--- config.mk ---
export PLATFORM = sky130hd
export DESIGN_NAME = sar_adc_ctrl
export DESIGN_NICKNAME = d
export VERILOG_FILES = /design/src/rtl/sar_adc_pkg.sv /design/src/rtl/sar_edge_det.sv /design/src/rtl/sar_pwr_ctl.sv /design/src/rtl/sar_engine.sv /design/src/rtl/sar_adc_ctrl.sv
export SDC_FILE = /design/constraint.sdc
export NUM_CORES = 1
export LEC_CHECK = 0
export BUFFER_PORTS_ARGS = -buffer_cell sky130_fd_sc_hd__buf_2
export CAP_MARGIN = 30
export CELL_PAD_IN_SITES_DETAIL_PLACEMENT = 1
export CELL_PAD_IN_SITES_GLOBAL_PLACEMENT = 2
export CORE_AREA = 5 5 97 99
export DETAILED_ROUTE_END_ITERATION = 8
export DIE_AREA = 0 0 102 104
export GPL_TIMING_DRIVEN = 0
export PLACE_DENSITY = 0.81
export SLEW_MARGIN = 20
export SYNTH_ARGS = -nofsm -noshare
export SYNTH_HDL_FRONTEND = slang
export SYNTH_HIERARCHICAL = 1
export SYNTH_SLANG_ARGS = --single-unit
--- constraint.sdc ---
create_clock -name clk -period 2.5 [get_ports clk]
set_input_delay 0.375 -clock clk [delete_from_list [all_inputs] [get_ports clk]]
set_output_delay 0.375 -clock clk [all_outputs]
set_load 0.01 [all_outputs]
--- src/rtl/sar_adc_pkg.sv ---
package sar_adc_pkg;

    typedef enum logic [1:0] {
        PWR_AWAKE = 2'd0,
        PWR_NAP   = 2'd1,
        PWR_SLEEP = 2'd2
    } pwr_e;

    localparam int unsigned DEF_WIDTH        = 12;
    localparam int unsigned DEF_NAP_PULSES   = 2;
    localparam int unsigned DEF_SLEEP_PULSES = 4;

endpackage

--- src/rtl/sar_edge_det.sv ---
module sar_edge_det (
    input  logic clk,
    input  logic rst_n,
    input  logic conv_i,
    input  logic sck_i,
    output logic conv_rise_o,
    output logic conv_fall_o,
    output logic sck_rise_o,
    output logic sck_edge_o
);

    typedef struct packed {
        logic conv;
        logic sck;
    } prev_t;

    prev_t prev_d, prev_q;

    always_comb begin
        prev_d.conv = conv_i;
        prev_d.sck  = sck_i;
    end

    always_ff @(posedge clk or negedge rst_n) begin
        if (!rst_n) begin
            prev_q <= '0;
        end else begin
            prev_q <= prev_d;
        end
    end

    assign conv_rise_o = conv_i & ~prev_q.conv;
    assign conv_fall_o = ~conv_i & prev_q.conv;
    assign sck_rise_o  = sck_i & ~prev_q.sck;
    assign sck_edge_o  = sck_i ^ prev_q.sck;

endmodule

--- src/rtl/sar_pwr_ctl.sv ---
module sar_pwr_ctl #(
    parameter int unsigned NAP_PULSES   = sar_adc_pkg::DEF_NAP_PULSES,
    parameter int unsigned SLEEP_PULSES = sar_adc_pkg::DEF_SLEEP_PULSES
) (
    input  logic              clk,
    input  logic              rst_n,
    input  logic              conv_rise_i,
    input  logic              conv_fall_i,
    input  logic              sck_rise_i,
    input  logic              sck_edge_i,
    output sar_adc_pkg::pwr_e pwr_o,
    output logic              pd_enter_o
);
    import sar_adc_pkg::*;

    localparam int unsigned CW = $clog2(SLEEP_PULSES + 1);
    localparam logic [CW-1:0] NAP_LIM   = CW'(NAP_PULSES);
    localparam logic [CW-1:0] SLEEP_LIM = CW'(SLEEP_PULSES);

    typedef struct packed {
        pwr_e          pwr;
        logic [CW-1:0] cnt;
    } pstate_t;

    pstate_t st_d, st_q;
    logic    pd_enter_d;

    always_comb begin
        st_d       = st_q;
        pd_enter_d = 1'b0;

        // pulse counter: cleared by any serial clock edge, saturating
        if (sck_edge_i) begin
            st_d.cnt = '0;
        end
        if (conv_rise_i && (st_d.cnt < SLEEP_LIM)) begin
            st_d.cnt = st_d.cnt + CW'(1);
        end

        // power state: wake has priority over a request
        if (sck_rise_i && (st_q.pwr != PWR_AWAKE)) begin
            st_d.pwr = PWR_AWAKE;
        end else if (conv_fall_i && (st_q.cnt >= SLEEP_LIM)) begin
            st_d.pwr   = PWR_SLEEP;
            pd_enter_d = (st_q.pwr == PWR_AWAKE);
        end else if (conv_fall_i && (st_q.cnt >= NAP_LIM) && (st_q.pwr == PWR_AWAKE)) begin
            st_d.pwr   = PWR_NAP;
            pd_enter_d = 1'b1;
        end
    end

    always_ff @(posedge clk or negedge rst_n) begin
        if (!rst_n) begin
            st_q <= '{pwr: PWR_AWAKE, cnt: '0};
        end else begin
            st_q <= st_d;
        end
    end

    assign pwr_o      = st_q.pwr;
    assign pd_enter_o = pd_enter_d;

endmodule

--- src/rtl/sar_engine.sv ---
module sar_engine #(
    parameter int unsigned WIDTH = sar_adc_pkg::DEF_WIDTH
) (
    input  logic             clk,
    input  logic             rst_n,
    input  logic             start_i,
    input  logic             abort_i,
    input  logic             step_i,
    input  logic [WIDTH-1:0] ain_i,
    input  logic             bipolar_i,
    output logic             busy_o,
    output logic             dout_o
);

    localparam int unsigned IW = $clog2(WIDTH);
    localparam logic [IW-1:0] TOP_IDX = IW'(WIDTH - 1);

    typedef struct packed {
        logic             busy;
        logic [IW-1:0]    idx;
        logic [WIDTH-1:0] sar;
        logic [WIDTH-1:0] samp;
        logic             bip;
        logic [WIDTH-1:0] res;
        logic [WIDTH-1:0] shf;
    } eng_t;

    eng_t e_d, e_q;
    logic [WIDTH-1:0] trial;
    logic [WIDTH-1:0] sar_next;

    always_comb begin
        e_d      = e_q;
        trial    = e_q.sar;
        trial[e_q.idx] = 1'b1;
        sar_next = (trial <= e_q.samp) ? trial : e_q.sar;

        if (abort_i) begin
            e_d.busy = 1'b0;
        end else if (start_i && !e_q.busy) begin
            e_d.busy = 1'b1;
            e_d.idx  = TOP_IDX;
            e_d.sar  = '0;
            e_d.samp = ain_i;
            e_d.bip  = bipolar_i;
            e_d.shf  = e_q.res;
        end else if (e_q.busy && step_i) begin
            e_d.sar = sar_next;
            e_d.shf = {e_q.shf[WIDTH-2:0], 1'b0};
            if (e_q.idx == '0) begin
                e_d.busy = 1'b0;
                e_d.res  = sar_next;
                if (e_q.bip) begin
                    e_d.res[WIDTH-1] = ~sar_next[WIDTH-1];
                end
            end else begin
                e_d.idx = e_q.idx - IW'(1);
            end
        end
    end

    always_ff @(posedge clk or negedge rst_n) begin
        if (!rst_n) begin
            e_q <= '0;
        end else begin
            e_q <= e_d;
        end
    end

    assign busy_o = e_q.busy;
    assign dout_o = e_q.busy & e_q.shf[WIDTH-1];

endmodule

--- src/rtl/sar_adc_ctrl.sv ---
module sar_adc_ctrl #(
    parameter int unsigned WIDTH        = sar_adc_pkg::DEF_WIDTH,
    parameter int unsigned NAP_PULSES   = sar_adc_pkg::DEF_NAP_PULSES,
    parameter int unsigned SLEEP_PULSES = sar_adc_pkg::DEF_SLEEP_PULSES
) (
    input  logic             clk,
    input  logic             rst_n,
    input  logic             conv_i,
    input  logic             sck_i,
    input  logic             range_bipolar_i,
    input  logic [WIDTH-1:0] ain_code_i,
    output logic             dout_o,
    output logic             dout_oe_o,
    output logic             nap_o,
    output logic             sleep_o
);
    import sar_adc_pkg::*;

    logic conv_rise, conv_fall, sck_rise, sck_edge;
    logic pd_enter, start;
    pwr_e pwr;

    sar_edge_det i_edge (
        .clk        (clk),
        .rst_n      (rst_n),
        .conv_i     (conv_i),
        .sck_i      (sck_i),
        .conv_rise_o(conv_rise),
        .conv_fall_o(conv_fall),
        .sck_rise_o (sck_rise),
        .sck_edge_o (sck_edge)
    );

    sar_pwr_ctl #(
        .NAP_PULSES  (NAP_PULSES),
        .SLEEP_PULSES(SLEEP_PULSES)
    ) i_pwr (
        .clk        (clk),
        .rst_n      (rst_n),
        .conv_rise_i(conv_rise),
        .conv_fall_i(conv_fall),
        .sck_rise_i (sck_rise),
        .sck_edge_i (sck_edge),
        .pwr_o      (pwr),
        .pd_enter_o (pd_enter)
    );

    assign start = conv_rise & (pwr == PWR_AWAKE);

    sar_engine #(
        .WIDTH(WIDTH)
    ) i_eng (
        .clk      (clk),
        .rst_n    (rst_n),
        .start_i  (start),
        .abort_i  (pd_enter),
        .step_i   (sck_rise),
        .ain_i    (ain_code_i),
        .bipolar_i(range_bipolar_i),
        .busy_o   (dout_oe_o),
        .dout_o   (dout_o)
    );

    assign nap_o   = (pwr == PWR_NAP);
    assign sleep_o = (pwr == PWR_SLEEP);

endmodule

Word level (Yosys, flattened, before mapping)
Index checks and enable logic that the tools add are counted.
{ "op_classes": {"mul": 0, "div": 0, "mux": 19, "n_eq_ne": 3, "magnitude_cmp": 6, "shift": 0, "n_addsub": 2, "reduce_logical": 21, "n_bitwise": 13} }
{ "ops": {"columns": ["operator", "count"], "rows": [
  ["$mux 12", 3],
  ["$mux 17", 2],
  ["$le 12x12->1", 1],
  ["$or 12x12->12", 1],
  ["$reduce_bool 3->1", 3],
  ["$logic_and 1x1->1", 8],
  ["$mux 1", 7],
  ["$mux 2", 3],
  ["$mux 3", 2],
  ["$not 1->1", 6],
  ["$reduce_and 2->1", 3],
  ["$and 1x1->1", 5],
  ["$lt 4x5->1 const B", 1],
  ["$demux 1 s4", 1],
  ["$ge 4x1->1 const B", 1],
  ["$logic_not 4->1", 1],
  ["$mux 4", 1],
  ["$reduce_and 4->1", 1],
  ["$reduce_bool 2->1", 2],
  ["$sub 4x1->4 const B", 1],
  ["$add 3x1->3 const B", 1],
  ["$ge 3x2->1 const B", 1],
  ["$ge 3x3->1 const B", 1],
  ["$lt 3x3->1 const B", 1],
  ["other kinds (7)", 7]
]} }
{ "word_totals": {"ff_bits": 61, "ramBits": 0, "n_memories": 0, "elab_cells": 75, "latch_bits": 0, "rom_bits": 0, "inputBits": 17, "out_inout_bits": 4} }

Longest topological paths before layout
Gate-level depths: netlist (run 1).
{ "logic_depth": {"word_depth": 10, "mapped_depth": 11, "mapped_depth_nobuf": 10} }

By module
The synthesis (run 1) kept the hierarchy.
{ "by_module_without_submodules": {"columns": ["module", "cells_per_inst", "area_per_inst_um2", "instances"], "rows": [
  ["sar_engine", 284, 2791.4, 1],
  ["sar_pwr_ctl", 29, 271.5, 1],
  ["sar_edge_det", 7, 85.1, 1],
  ["sar_adc_ctrl", 3, 25.0, 1]
]} }

Least setup slack after synthesis (run 1)
Ideal clock, no wire load.
{ "synth_path": {"path_kind": "register to register", "start": "register i_eng/e_q[49] (netlist bit)", "end": "register i_eng/e_q[15] (netlist bit)", "path_stages_with_launch": 12, "required_time_ns": 2.427, "arrival_time_ns": 2.219, "path_slack_ns": 0.208, "cell_sequence": "dfrtp_1 -> inv_1 -> ha_1 -> buf_2 -> a21o_1 -> ha_1 -> a211o_1 -> a21oi_2 -> o211ai_2 -> o211a_4 -> buf_12 -> a21oi_2"} }
{ "synth_between": {"elab_chain_cells": 7} }
{ "synth_rtl": {"columns": ["element", "line", "source"], "rows": [
  ["start, declared", "sar_engine.sv:28", "eng_t e_d, e_q;"],
  ["start signal, assigned", "sar_engine.sv:64", "e_q <= '0;"],
  ["start signal, assigned", "sar_engine.sv:66", "e_q <= e_d;"],
  ["$lt 4x5->1 (not written as such) or $ge 4x1->1 (tied branches)", "sar_engine.sv:35", "trial[e_q.idx] = 1'b1;"],
  ["$logic_and 1x1->1 (not written as such)", "sar_engine.sv:35", null],
  ["$mux 1 (not written as such)", "sar_engine.sv:35", null],
  ["$demux 1 s4", null, null],
  ["$or 12x12->12 (no line)", null, null],
  ["$le 12x12->1", "sar_engine.sv:36", "sar_next = (trial <= e_q.samp) ? trial : e_q.sar;"],
  ["$mux 12", "sar_engine.sv:36", null]
]} }
Several ways; a longest one is shown, not always the timed one.
A chain may end at the register's enable or synchronous reset.

Final worst setup path (run 1)
{ "layout_path": {"start": "register i_eng/e_q[51] (netlist bit)", "end": "register i_eng/e_q[40] (netlist bit)"} }
{ "layout_between": {"elab_chain_cells": 9} }
{ "layout_rtl": {"columns": ["element", "line", "source"], "rows": [
  ["$lt 4x5->1 (not written as such) or $ge 4x1->1 (tied branches)", "sar_engine.sv:35", null],
  ["$logic_and 1x1->1 (not written as such)", "sar_engine.sv:35", null],
  ["$mux 1 (not written as such)", "sar_engine.sv:35", null],
  ["$demux 1 s4 *", null, null],
  ["$or 12x12->12 (no line) *", null, null],
  ["$le 12x12->1", "sar_engine.sv:36", null],
  ["$mux 12 *", "sar_engine.sv:36", null],
  ["$mux 17 *", "sar_engine.sv:47", "end else if (e_q.busy && step_i) begin"],
  ["$mux 17 *", "sar_engine.sv:40", "end else if (start_i && !e_q.busy) begin"]
]} }
Every way passes the cells marked *; elsewhere a longest branch is shown, timed or not. The select of a mux whose other input is x is not followed.

==> impl_metrics.ini, run 1 <==
[status]
outcome = completed

[drt]
detailroute.via_count = 2383
drc_errors = 0
post_drt_via_cell_ratio = 4.97
drt_first_pass_iters = 4
routed_wire_length_per_instance_um = 15.5
first_iter_violations = 78
routed_wirelength_mm = 7.44
drt.antenna.violating_nets = 0

[yosys]
syn-instance-count = 323
synth_nets = 359
synth_sequential_area_ratio_pct = 48.1
synth.yosys.warnings = 6
post_synth.cell_area_avg_um2 = 9.82
ys_ff_latch = 61
syn_area_mm2 = 0.00317
yosysUniqueCellTypes = 42

[global_routing]
vias_in_the_first_global_route = 2534
overflow = 0
grt_util_all_layers_pct = 15.0
antenna_found_initial = 0
first_pass_grt_wire_length_mm = 12.7
grt_max_degree = 40

[setup_path]
crit_path_class = reg2reg
r2r_start = i_eng/e_q[51]$_DFFE_PN0P_
crit_path_max_fanout = 8
cell_with_the_largest_stage_delay_on_the_worst_path = dfrtp_2
cp-end-kind = register
worst_r2r_path_depth = 9
timing.critical_path.from_type = register
path_cells = nor2b_1 > buf_4 > a21o_1 > ha_4 > a211o_1 > a21oi_2 > o211ai_2 > o211a_4 > a211oi_1
r2r_slack_ps = 40
timing.critical_path.arrival_ps = 2690
timing.critical_path.slowest_cell_delay_ps = 450
critical_path_required_ps = 2730
worst-path-stages = 9
path_buf_inv = 1
r2r_end = i_eng/e_q[40]$_DFFE_PN0P_
cell_family_contributing_the_most_delay_on_the_critical_path = compound AO/OA/AOI/OAI gates

[layout]
sequential_cell_area_mm2 = 0.00153
antenna-diode-count = 0
nets = 403
most-common-layout-cells = 58 x dfrtp_1, 51 x nand2_1, 29 x o21ai_0
multi_input_area_mm2 = 0.00154
nFillCells = 967
drive_gt1_share_pct = 26.7
area_growth_pct = 21.5
layout.cells.most_common = dfrtp_1

[clock_tree]
clock_latency_ps = 340
cts_max_level = 3
clockBufferDepth = 2
tritoncts = done
cts_inserted_buffers = 9
clkSlewWorstSetupHoldPaths_ps = 70
clkSinkCount = 61
ctsRootBufferMaster = clkbuf_8

[timing]
worst_pin_slew_ps = 488
drv_slew = 0
fin_crit_sh_pct = 98.3
fin_tns_setup_ps = 0
layout_min_cycle_time_ps = 2460
max_clock_freq_mhz = 407
finalHoldViolations = 0
final-setup-viol-count = 0
rsz0062_at_grt = yes
layout_setup_ws_ps = 42.6
finClkSkew_ps = 8.07
max-slew-margin-rel_pct = 67.4

[min_path]
worstHoldPathCells = 1
whs_endpoint = i_edge/prev_q[0]$_DFF_PN0_
worst_hold_startpoint = sck_i
timing.hold.worst.class = in2reg

[placement]
dpl.hpwl_mm = 5.46
pre_cts_ws_ps = -91.4
buffer_ports.inserted = 20
routabilityCongestion = 0.750

[power_and_ir_drop]
p_clk_share_pct = 22.2
cellPowerDensity_mw_per_mm2 = 1180
p_int_w = 0.00287
share_comb_of_total_power_pct = 44.6
power.ir.vdd_worst_uv = 547
power.switching_w = 0.00166
p_leak_nw = 1.82
power_frac_seq_pct = 33.3
power.share.switching_pct = 36.7

[die]
pin_count = 21
die_w_um = 102
initial_core_util_pct = 37.5
core_area_mm2 = 0.00847
rows = 34
fp.dieArea_mm2 = 0.0106
die_height_um = 104

[run]
maxCapViolations = 0
synth_stat cells, drive strengths merged:
master	n	area share [%]
dfrtp	61	48
a22o	2	0.55
o21ai	35	6.2
nor2b	11	2.2
and2	2	0.39
nand4	3	0.59
a311o	1	0.32
o21a	3	0.71
and2b	1	0.28
a31oi	2	0.39
buf	13	2.7
nor3b	1	0.39
nand2b	3	0.59
o211ai	3	0.87
nand2	51	6.0
or3b	1	0.28
nand3	7	1.1
a21boi	1	0.24
o2bb2ai	1	0.28
nor2	17	2.1
a211o	1	0.28
a21o	7	1.7
o211a	1	0.55
o22a	1	0.28
mux2	7	2.5
or3	1	0.20
xor2	1	0.28
nor3	1	0.16
and3b	1	0.28
a211oi	3	0.71
inv	22	2.6
mux2i	13	4.1
a21oi	23	4.2
clkbuf	3	0.35
ha	19	7.5
state kept, by name (all words and copies together), names as in the netlist:
name	count
i_edge/prev_q	2
i_eng/busy_o	1
i_eng/e_q	53
i_pwr/pwr_o	2
i_pwr/st_q	3
worst reg2reg max path: stages, from the launching register on:
cell,delay (ps)
dfrtp_2,450
nor2b_1,150
buf_4,180
a21o_1,180
ha_4,210
a211o_1,300
a21oi_2,180
o211ai_2,120
o211a_4,320
a211oi_1,270
power by group through the flow:
stage	clock network (W)	logic [W]	registers, W
after CTS	0.00103	0.00175	0.00150
after global placement	0	0.00157	0.00151
after detailed placement	0	0.00165	0.00153
final	0.00101	0.00202	0.00151
after global routing	0.00108	0.00224	0.00155
after floorplan	0	0.00125	0.00145
per-layer routing:
metal / share of wire, % / wire length, um / global-route usage, % / up-vias
met2: 47 / 3520 / 22.7 / 14
met1: 50 / 3680 / 21.3 / 1177
met4: 1.3 / 94 / 4.78 / 0
met3: 2.0 / 146 / 3.02 / 11
li1: - / - / - / 1181
met5: 0 / 0 / 0 / -
cell families (layout without fill, tap and decap cells):
| family | Yosys count | in the layout | share of synthesized area [%] |
|---|---|---|---|
| and+or+nand+nor | 100 | 100 | 14.6 |
| xor gates and xnor gates | 1 | 1 | 0.276 |
| AOI/OAI and AO/OA | 84 | 84 | 17.3 |
| DFF | 61 | 61 | 48.1 |
| muxes | 20 | 20 | 6.59 |
| buffers and inverters | 38 | 86 | 5.64 |
| adders and majority gates | 19 | 19 | 7.49 |
per-stage QoR:
stage | hold WS (ps) | area [um^2] | power [W] | util [%] | std cells
2_1_floorplan | 79.4 | 3170 | 0.00270 | - | 323
3_3_place_gp | 457 | 3410 | 0.00309 | 40.3 | 451
3_5_place_dp | 295 | 3430 | 0.00318 | 40.5 | 452
4_1_cts | 145 | 3710 | 0.00428 | 43.9 | 472
5_1_grt | 143 | 3860 | 0.00486 | 45.6 | 479
6_report | 157 | 3860 | 0.00454 | 45.6 | 479
what timing repair did:
action,4_1_cts,5_1_grt
setup buffers,4,6
endpoints found under the hold margin,22,0
hold buffers,1,0
endpoints found under the setup margin,14,15
gates cloned,0,1
gates resized for setup,7,20
pin swaps,2,3
how the worst max path moves through the flow:
stage / from / endpoint
2_1_floorplan: i_eng/e_q[49]$_DFFE_PN0P_ / i_eng/e_q[15]$_DFFE_PN0P_
3_3_place_gp: i_eng/e_q[51]$_DFFE_PN0P_ / i_eng/e_q[46]$_DFFE_PN0P_
3_5_place_dp: i_eng/e_q[49]$_DFFE_PN0P_ / i_eng/e_q[44]$_DFFE_PN0P_
4_1_cts: i_eng/e_q[49]$_DFFE_PN0P_ / i_eng/e_q[44]$_DFFE_PN0P_
5_1_grt: i_eng/e_q[51]$_DFFE_PN0P_ / i_eng/e_q[40]$_DFFE_PN0P_
6_report: i_eng/e_q[51]$_DFFE_PN0P_ / i_eng/e_q[40]$_DFFE_PN0P_
final cells by class:
cell class	instances	area share [%]
sequential	61	39.7
timing repair buffer	33	6.13
clock buffer	12	4.02
multi-input combinational	224	39.9
tap	108	3.50
buffer	16	2.76
clock inverter	3	1.78
inverter	22	2.21
Power figures use the tool's default switching activity.
==> inputs of run 2 (changes only) <==
Settings changed: CELL_PAD_IN_SITES_DETAIL_PLACEMENT 1 to unset, CELL_PAD_IN_SITES_GLOBAL_PLACEMENT 2 to unset, CORE_AREA 5 5 97 99 to 5 5 94 96, DIE_AREA 0 0 102 104 to 0 0 99 101, PLACE_DENSITY 0.81 to 0.59, SYNTH_HIERARCHICAL 1 to unset.
==> run 2 against run 1 <==
Sequential power fell by 5%. Critical endpoint is now i_eng.e_q[43]$_DFFE_PN0P_. Register-to-register slack got worse by 130 ps. Fmax fell by 5.0%. The flow now finishes with violations (setup timing). Utilization rose by 4.6 points. Non-clock buffer count rose by 2.
==> impl_metrics.ini, run 2 <==
[timing]
finClkSkew_ps = 10.3
worst_pin_slew_ps = 787
rsz0062_at_grt = yes
max_clock_freq_mhz = 387
final-setup-viol-count = 11
fin_tns_setup_ps = -632
max-slew-margin-rel_pct = 47.0
fin_crit_sh_pct = 103
layout_setup_ws_ps = -86.6
layout_min_cycle_time_ps = 2590
finalHoldViolations = 0
drv_slew = 0

[power_and_ir_drop]
power.share.switching_pct = 39.8
p_clk_share_pct = 18.1
power.switching_w = 0.00166
share_comb_of_total_power_pct = 47.5
power_w = 0.00416
p_int_w = 0.00250
power.ir.vdd_worst_uv = 402
cellPowerDensity_mw_per_mm2 = 1040
power_frac_seq_pct = 34.4
p_leak_nw = 1.81

[placement]
routabilityCongestion = 0.830
dpl-instance-area_mm2 = 0.00328
dpl.hpwl_mm = 4.91
buffer_ports.inserted = 20
pre_cts_ws_ps = -529

[yosys]
synth_largest_area_cell = dfrtp_1
synth.yosys.warnings = 0
synth_edf_count = 0
post_synth.cell_area_avg_um2 = 9.48
synth_commonest_cells = 66 x nand2_1, 61 x dfrtp_1, 30 x inv_1, 27 x a21oi_1, 21 x o21ai_0
yosysUniqueCellTypes = 43
synthDominantCellAreaShare_pct = 50.2
synth_sequential_area_ratio_pct = 50.2
synth.most_common_cell = nand2_1
ys_ff_latch = 61
dominantRegCellSynth = dfrtp_1
syn-instance-count = 321
synth.top_cells.by_area = dfrtp_1 50%, nand2_1 8.1%, ha_1 7.8%
share_of_flip_flops_with_an_asynchronous_set_or_reset_pct = 100
synth_nets = 357
syn_area_mm2 = 0.00304

[drt]
post_drt_via_cell_ratio = 5.23
drt_first_pass_iters = 4
routed_wirelength_mm = 7.64
drt.antenna.violating_nets = 0
detailroute.via_count = 2516
drc_errors = 0
routed_wire_length_per_instance_um = 15.9
first_iter_violations = 175

[setup_path]
worst_r2r_path_depth = 11
path_cells = inv_4 > ha_4 > and2_1 > nor2_1 > ha_1 > nand4b_1 > nand3_2 > a2111oi_4 > o21ai_2 > buf_6 > a21oi_2
path_buf_inv = 2
cell_family_contributing_the_most_delay_on_the_critical_path = compound AO/OA/AOI/OAI gates
timing.critical_path.slowest_cell_delay_ps = 530
critical_path_required_ps = 2770
timing.critical_path.from_type = register
cp-end-kind = register
cell_with_the_largest_stage_delay_on_the_worst_path = a2111oi_4
crit_path_max_fanout = 5
worst-path-stages = 11
timing.critical_path.arrival_ps = 2860
crit_path_class = reg2reg

[die]
fp.dieArea_mm2 = 0.0100
die_height_um = 101
initial_core_util_pct = 38.2
die_w_um = 99
pin_count = 21
core_area_mm2 = 0.00797
rows = 33

[layout]
drive_gt1_share_pct = 32.2
max_flop_register = i_eng.e_q
layout.cells.most_common = nand2_1
area_growth_pct = 31.2
nets = 408
design_area_mm2 = 0.00399
final_core_util_pct = 50.1
largestRegisters = i_eng.e_q (53), i_pwr.st_q (3)
antenna-diode-count = 0
number_of_flip_flops_in_the_largest_register = 53
nFillCells = 723
most-common-layout-cells = 66 x nand2_1, 57 x dfrtp_1, 22 x inv_1, 22 x buf_2, 20 x o21ai_0

[global_routing]
antenna_found_initial = 0
first_pass_grt_wire_length_mm = 12.0
overflow = 0
vias_in_the_first_global_route = 2463
grt_max_degree = 62
grt_util_all_layers_pct = 15.5

[clock_tree]
cts_inserted_buffers = 9
postCtsHoldBufs = 0
clockBufferDepth = 2
ctsRootBufferMaster = clkbuf_8
clkSinkCount = 61
clkSlewWorstSetupHoldPaths_ps = 70
tritoncts = done
clock_latency_ps = 350
cts_max_level = 3

[status]
outcome = finished, violations left
failing_checks = setup timing

[run]
maxCapViolations = 0

[min_path]
timing.hold.worst.class = in2async
-- run 2: power by group through the flow --
| stage | Clock (W) | Combinational, W | Sequential, W |
|---|---|---|---|
| final | 0.000753 | 0.00198 | 0.00143 |
| after global routing | 0.000817 | 0.00214 | 0.00147 |
| after CTS | 0.000766 | 0.00165 | 0.00143 |
| after detailed placement | 0 | 0.00118 | 0.00140 |
| after global placement | 0 | 0.00114 | 0.00140 |
| after floorplan | 0 | 0.000876 | 0.00136 |
-- run 2: metal layers --
layer	vias up	part of all wire [%]	track usage (%)
met5	-	0	0
met4	0	3.4	8.40
met3	19	3.8	2.98
met2	44	49	24.6
met1	1254	43	19.9
li1	1199	-	-
-- run 2: kinds of logic after synthesis --
| kind of cell | count (synthesis) | share of synthesized area (%) |
|---|---|---|
| DFF | 61 | 50.2 |
| AOI/OAI and AO/OA | 80 | 16.0 |
| xor gates and xnor gates | 3 | 0.864 |
| and+or+nand+nor | 106 | 16.0 |
| adders and majority gates | 19 | 7.81 |
| buffers and inverters | 41 | 5.59 |
| muxes | 11 | 3.62 |
-- run 2: final cells by class --
type / count / area [um^2] / area share, %
clock inverter: 2 / 10.0 / 0.251
inverter: 30 / 118 / 2.95
tap: 105 / 131 / 3.29
sequential: 61 / 1530 / 38.4
clock buffer: 13 / 149 / 3.73
buffer: 11 / 63.8 / 1.60
multi-input combinational: 219 / 1720 / 43.1
timing repair buffer: 40 / 268 / 6.71
-- run 2: worst reg2reg max path, cell delays in order (launching register included) --
cell and delay (ps):
dfrtp_2 460, inv_4 80, ha_4 200, and2_1 170, nor2_1 180, ha_1 190
nand4b_1 120, nand3_2 120, a2111oi_4 530, o21ai_2 180, buf_6 170, a21oi_2 130
-- run 2: path summary, 6_finish.rpt --
check,startpoint,to,slack [ps]
setup / recovery,i_eng.e_q[49]$_DFFE_PN0P_,i_eng.e_q[43]$_DFFE_PN0P_,-90
hold / removal,rst_n,i_eng.e_q[51]$_DFFE_PN0P_,110
setup reg to reg,i_eng.e_q[49]$_DFFE_PN0P_,i_eng.e_q[43]$_DFFE_PN0P_,-90
hold reg to reg,i_eng.e_q[13]$_DFFE_PN0P_,i_eng.e_q[13]$_DFFE_PN0P_,470
max in group asynchronous,rst_n,i_eng.e_q[50]$_DFFE_PN0P_,1810
min in group clk,sck_i,i_edge.prev_q[0]$_DFF_PN0_,150
-- run 2: metrics by stage --
stage	hold slack, ps	cells
after global routing	150	481
after detailed placement	468	446
after CTS	145	470
final	115	481
after global placement	453	446
after floorplan	79.4	321
-- run 2: timing repair --
| item | 4_1_cts | 5_1_grt |
|---|---|---|
| gates resized for setup | 61 | 29 |
| endpoints found under the setup margin | 17 | 17 |
| pin swaps | 11 | 13 |
| gates cloned | 1 | 0 |
| setup buffers | 8 | 11 |
==> inputs of run 3 (changes only) <==
Settings changed: CELL_PAD_IN_SITES_DETAIL_PLACEMENT set to 0, CELL_PAD_IN_SITES_GLOBAL_PLACEMENT set to 1, PLACE_DENSITY 0.59 to 0.72.
Clock period 2.5 ns to 3 ns, I/O delays scaled along.
==> run 3 against run 2 <==
The run now ends clean. Register-to-register slack gained 250 ps. Routed wire length shrank 8.7%. Sequential cell count is the same. Non-clock buffer count shrank 16. Fmax shrank 9.0%. Combinational power shrank 44%. First-iteration DRC count shrank 49%. Utilization shrank 4.6 points. Clock power grew 19%. Critical path type unchanged. Critical endpoint is now i_eng.e_q[14]$_DFFE_PN0P_.
==> impl_metrics.ini, run 3 (synthesis gave the netlist of run 2 again) <==
[layout]
antenna-diode-count = 0
area_growth_pct = 19.0
number_of_flip_flops_in_the_largest_register = 53
finished_layout_cells = 466
nets = 392
nFillCells = 774
drive_gt1_share_pct = 15.8
layout.cells.most_common = nand2_1
max_flop_register = i_eng.e_q
design_area_mm2 = 0.00362
largestRegisters = i_eng.e_q (53), i_pwr.st_q (3)
most-common-layout-cells = 66 x nand2_1, 61 x dfrtp_1, 30 x inv_1

[die]
rows = 33
fp.dieArea_mm2 = 0.0100
pin_count = 21
initial_core_util_pct = 38.2
die_w_um = 99
die_height_um = 101
core_area_mm2 = 0.00797

[drt]
first_iter_violations = 89
drt.antenna.violating_nets = 0
detailroute.via_count = 2353
drc_errors = 0
routed_wirelength_mm = 6.98
drt_first_pass_iters = 5
routed_wire_length_per_instance_um = 15.0
post_drt_via_cell_ratio = 5.05

[timing]
final-setup-viol-count = 0
max-slew-margin-rel_pct = 50.5
fin_crit_sh_pct = 94.7
finalHoldViolations = 0
layout_min_cycle_time_ps = 2840
worst_pin_slew_ps = 735
max_clock_freq_mhz = 352
finClkSkew_ps = 8.24
drv_slew = 0

[clock_tree]
cts_max_level = 3
clockBufferDepth = 2
clkSlewWorstSetupHoldPaths_ps = 70
tritoncts = done
clock_latency_ps = 340
clkSinkCount = 61
ctsRootBufferMaster = clkbuf_8
cts_inserted_buffers = 9

[min_path]
timing.hold.worst.class = in2reg

[global_routing]
grt_util_all_layers_pct = 14.7
grt_max_degree = 44
vias_in_the_first_global_route = 2325
first_pass_grt_wire_length_mm = 11.4
overflow = 0
antenna_found_initial = 0

[setup_path]
critical_path_required_ps = 3220
crit_path_class = reg2reg
path_cells = inv_1 > ha_1 > a21oi_1 > inv_1 > ha_1 > nand3_1 > nor3_2 > a2111oi_4 > buf_4 > o311ai_0 > nand2_1
timing.critical_path.slowest_cell_delay_ps = 430
timing.critical_path.from_type = register
crit_path_max_fanout = 5
cp-end-kind = register
cell_with_the_largest_stage_delay_on_the_worst_path = dfrtp_1
timing.critical_path.arrival_ps = 3060

[power_and_ir_drop]
p_leak_nw = 1.74
cellPowerDensity_mw_per_mm2 = 872
power.ir.vdd_worst_uv = 322

[run]
maxCapViolations = 0

[placement]
buffer_ports.inserted = 20
dp_cells = 447
dpl-instance-area_mm2 = 0.00330
dpl.hpwl_mm = 5.01
routabilityCongestion = 0.832

[status]
outcome = completed
[run 3: changes by cell type in the layout (fill, tap and decap cells not counted), sizes merged]
cell	change
clkinv	-1
buf	-17
clkbuf	-1
bufinv	+3
dlygate4sd3	+1
[run 3: layer usage]
layer | global-route usage (%) | vias up | part of all wire [%]
li1 | - | 1170 | -
met1 | 20.1 | 1137 | 50
met2 | 21.9 | 35 | 46
met3 | 3.25 | 11 | 2.0
met4 | 7.25 | 0 | 2.2
met5 | 0 | - | 0
[run 3: worst max-delay path: cells and delay by family (launching register included)]
family / cells / cell delay, ps
buf+inv: 3 / 370
compound gates: 3 / 860
simple gates: 3 / 520
flops: 1 / 430
fa+ha+maj: 2 / 550
[run 3: path summary, 6_finish.rpt]
path,from,endpoint,slack [ps],cells after the start
max in group asynchronous,rst_n,i_eng.e_q[44]$_DFFE_PN0P_,1950,3
max reg2reg,i_eng.e_q[50]$_DFFE_PN0P_,i_eng.e_q[14]$_DFFE_PN0P_,160,11
min in group asynchronous,rst_n,i_eng.e_q[11]$_DFFE_PN0P_,540,2
min reg2reg,i_eng.e_q[12]$_DFFE_PN0P_,i_eng.e_q[0]$_DFFE_PN0P_,470,2
max,i_eng.e_q[50]$_DFFE_PN0P_,i_eng.e_q[14]$_DFFE_PN0P_,160,11
min,sck_i,i_edge.prev_q[0]$_DFF_PN0_,250,1
[run 3: final cells by class]
cell class                 count  area [um^2]  area share, %
inverter                      30          113           3.11
buffer                        11         57.6           1.59
clock buffer                  12          145           4.01
sequential                    61         1530           42.1
tap                          105          131           3.63
timing repair buffer          24          155           4.28
clock inverter                 4         95.1           2.63
multi-input combinational    219         1400           38.6
[run 3: where the power goes]
part / internal (W) / total, W / leakage, nW / switching, W
clock: 0.000574 / 0.000895 / 0.121 / 0.000321
combinational: 0.000438 / 0.00110 / 0.818 / 0.000662
sequential: 0.00103 / 0.00116 / 0.806 / 0.000136
[run 3: per-stage QoR]
step	total power [W]	setup WS, ps	util (%)	TNS (ps)	hold WS [ps]
2_1_floorplan	0.00187	589	-	0	154
4_1_cts	0.00308	17.3	44.7	0	229
3_5_place_dp	0.00216	-50.3	41.5	-50.3	361
3_3_place_gp	0.00213	-28.0	41.1	-28.0	457
5_1_grt	0.00337	-31.4	45.5	-38.1	232
6_report	0.00316	159	45.5	0	245
[run 3: what timing repair did]
item | 4_1_cts | 5_1_grt
resized for setup | 1 | 11
pin swaps | 0 | 3
gates cloned | 0 | 0
hold endpoints to repair | 18 | 0
endpoints found under the setup margin | 11 | 16
setup buffers | 0 | 2
hold buffers | 1 | 0
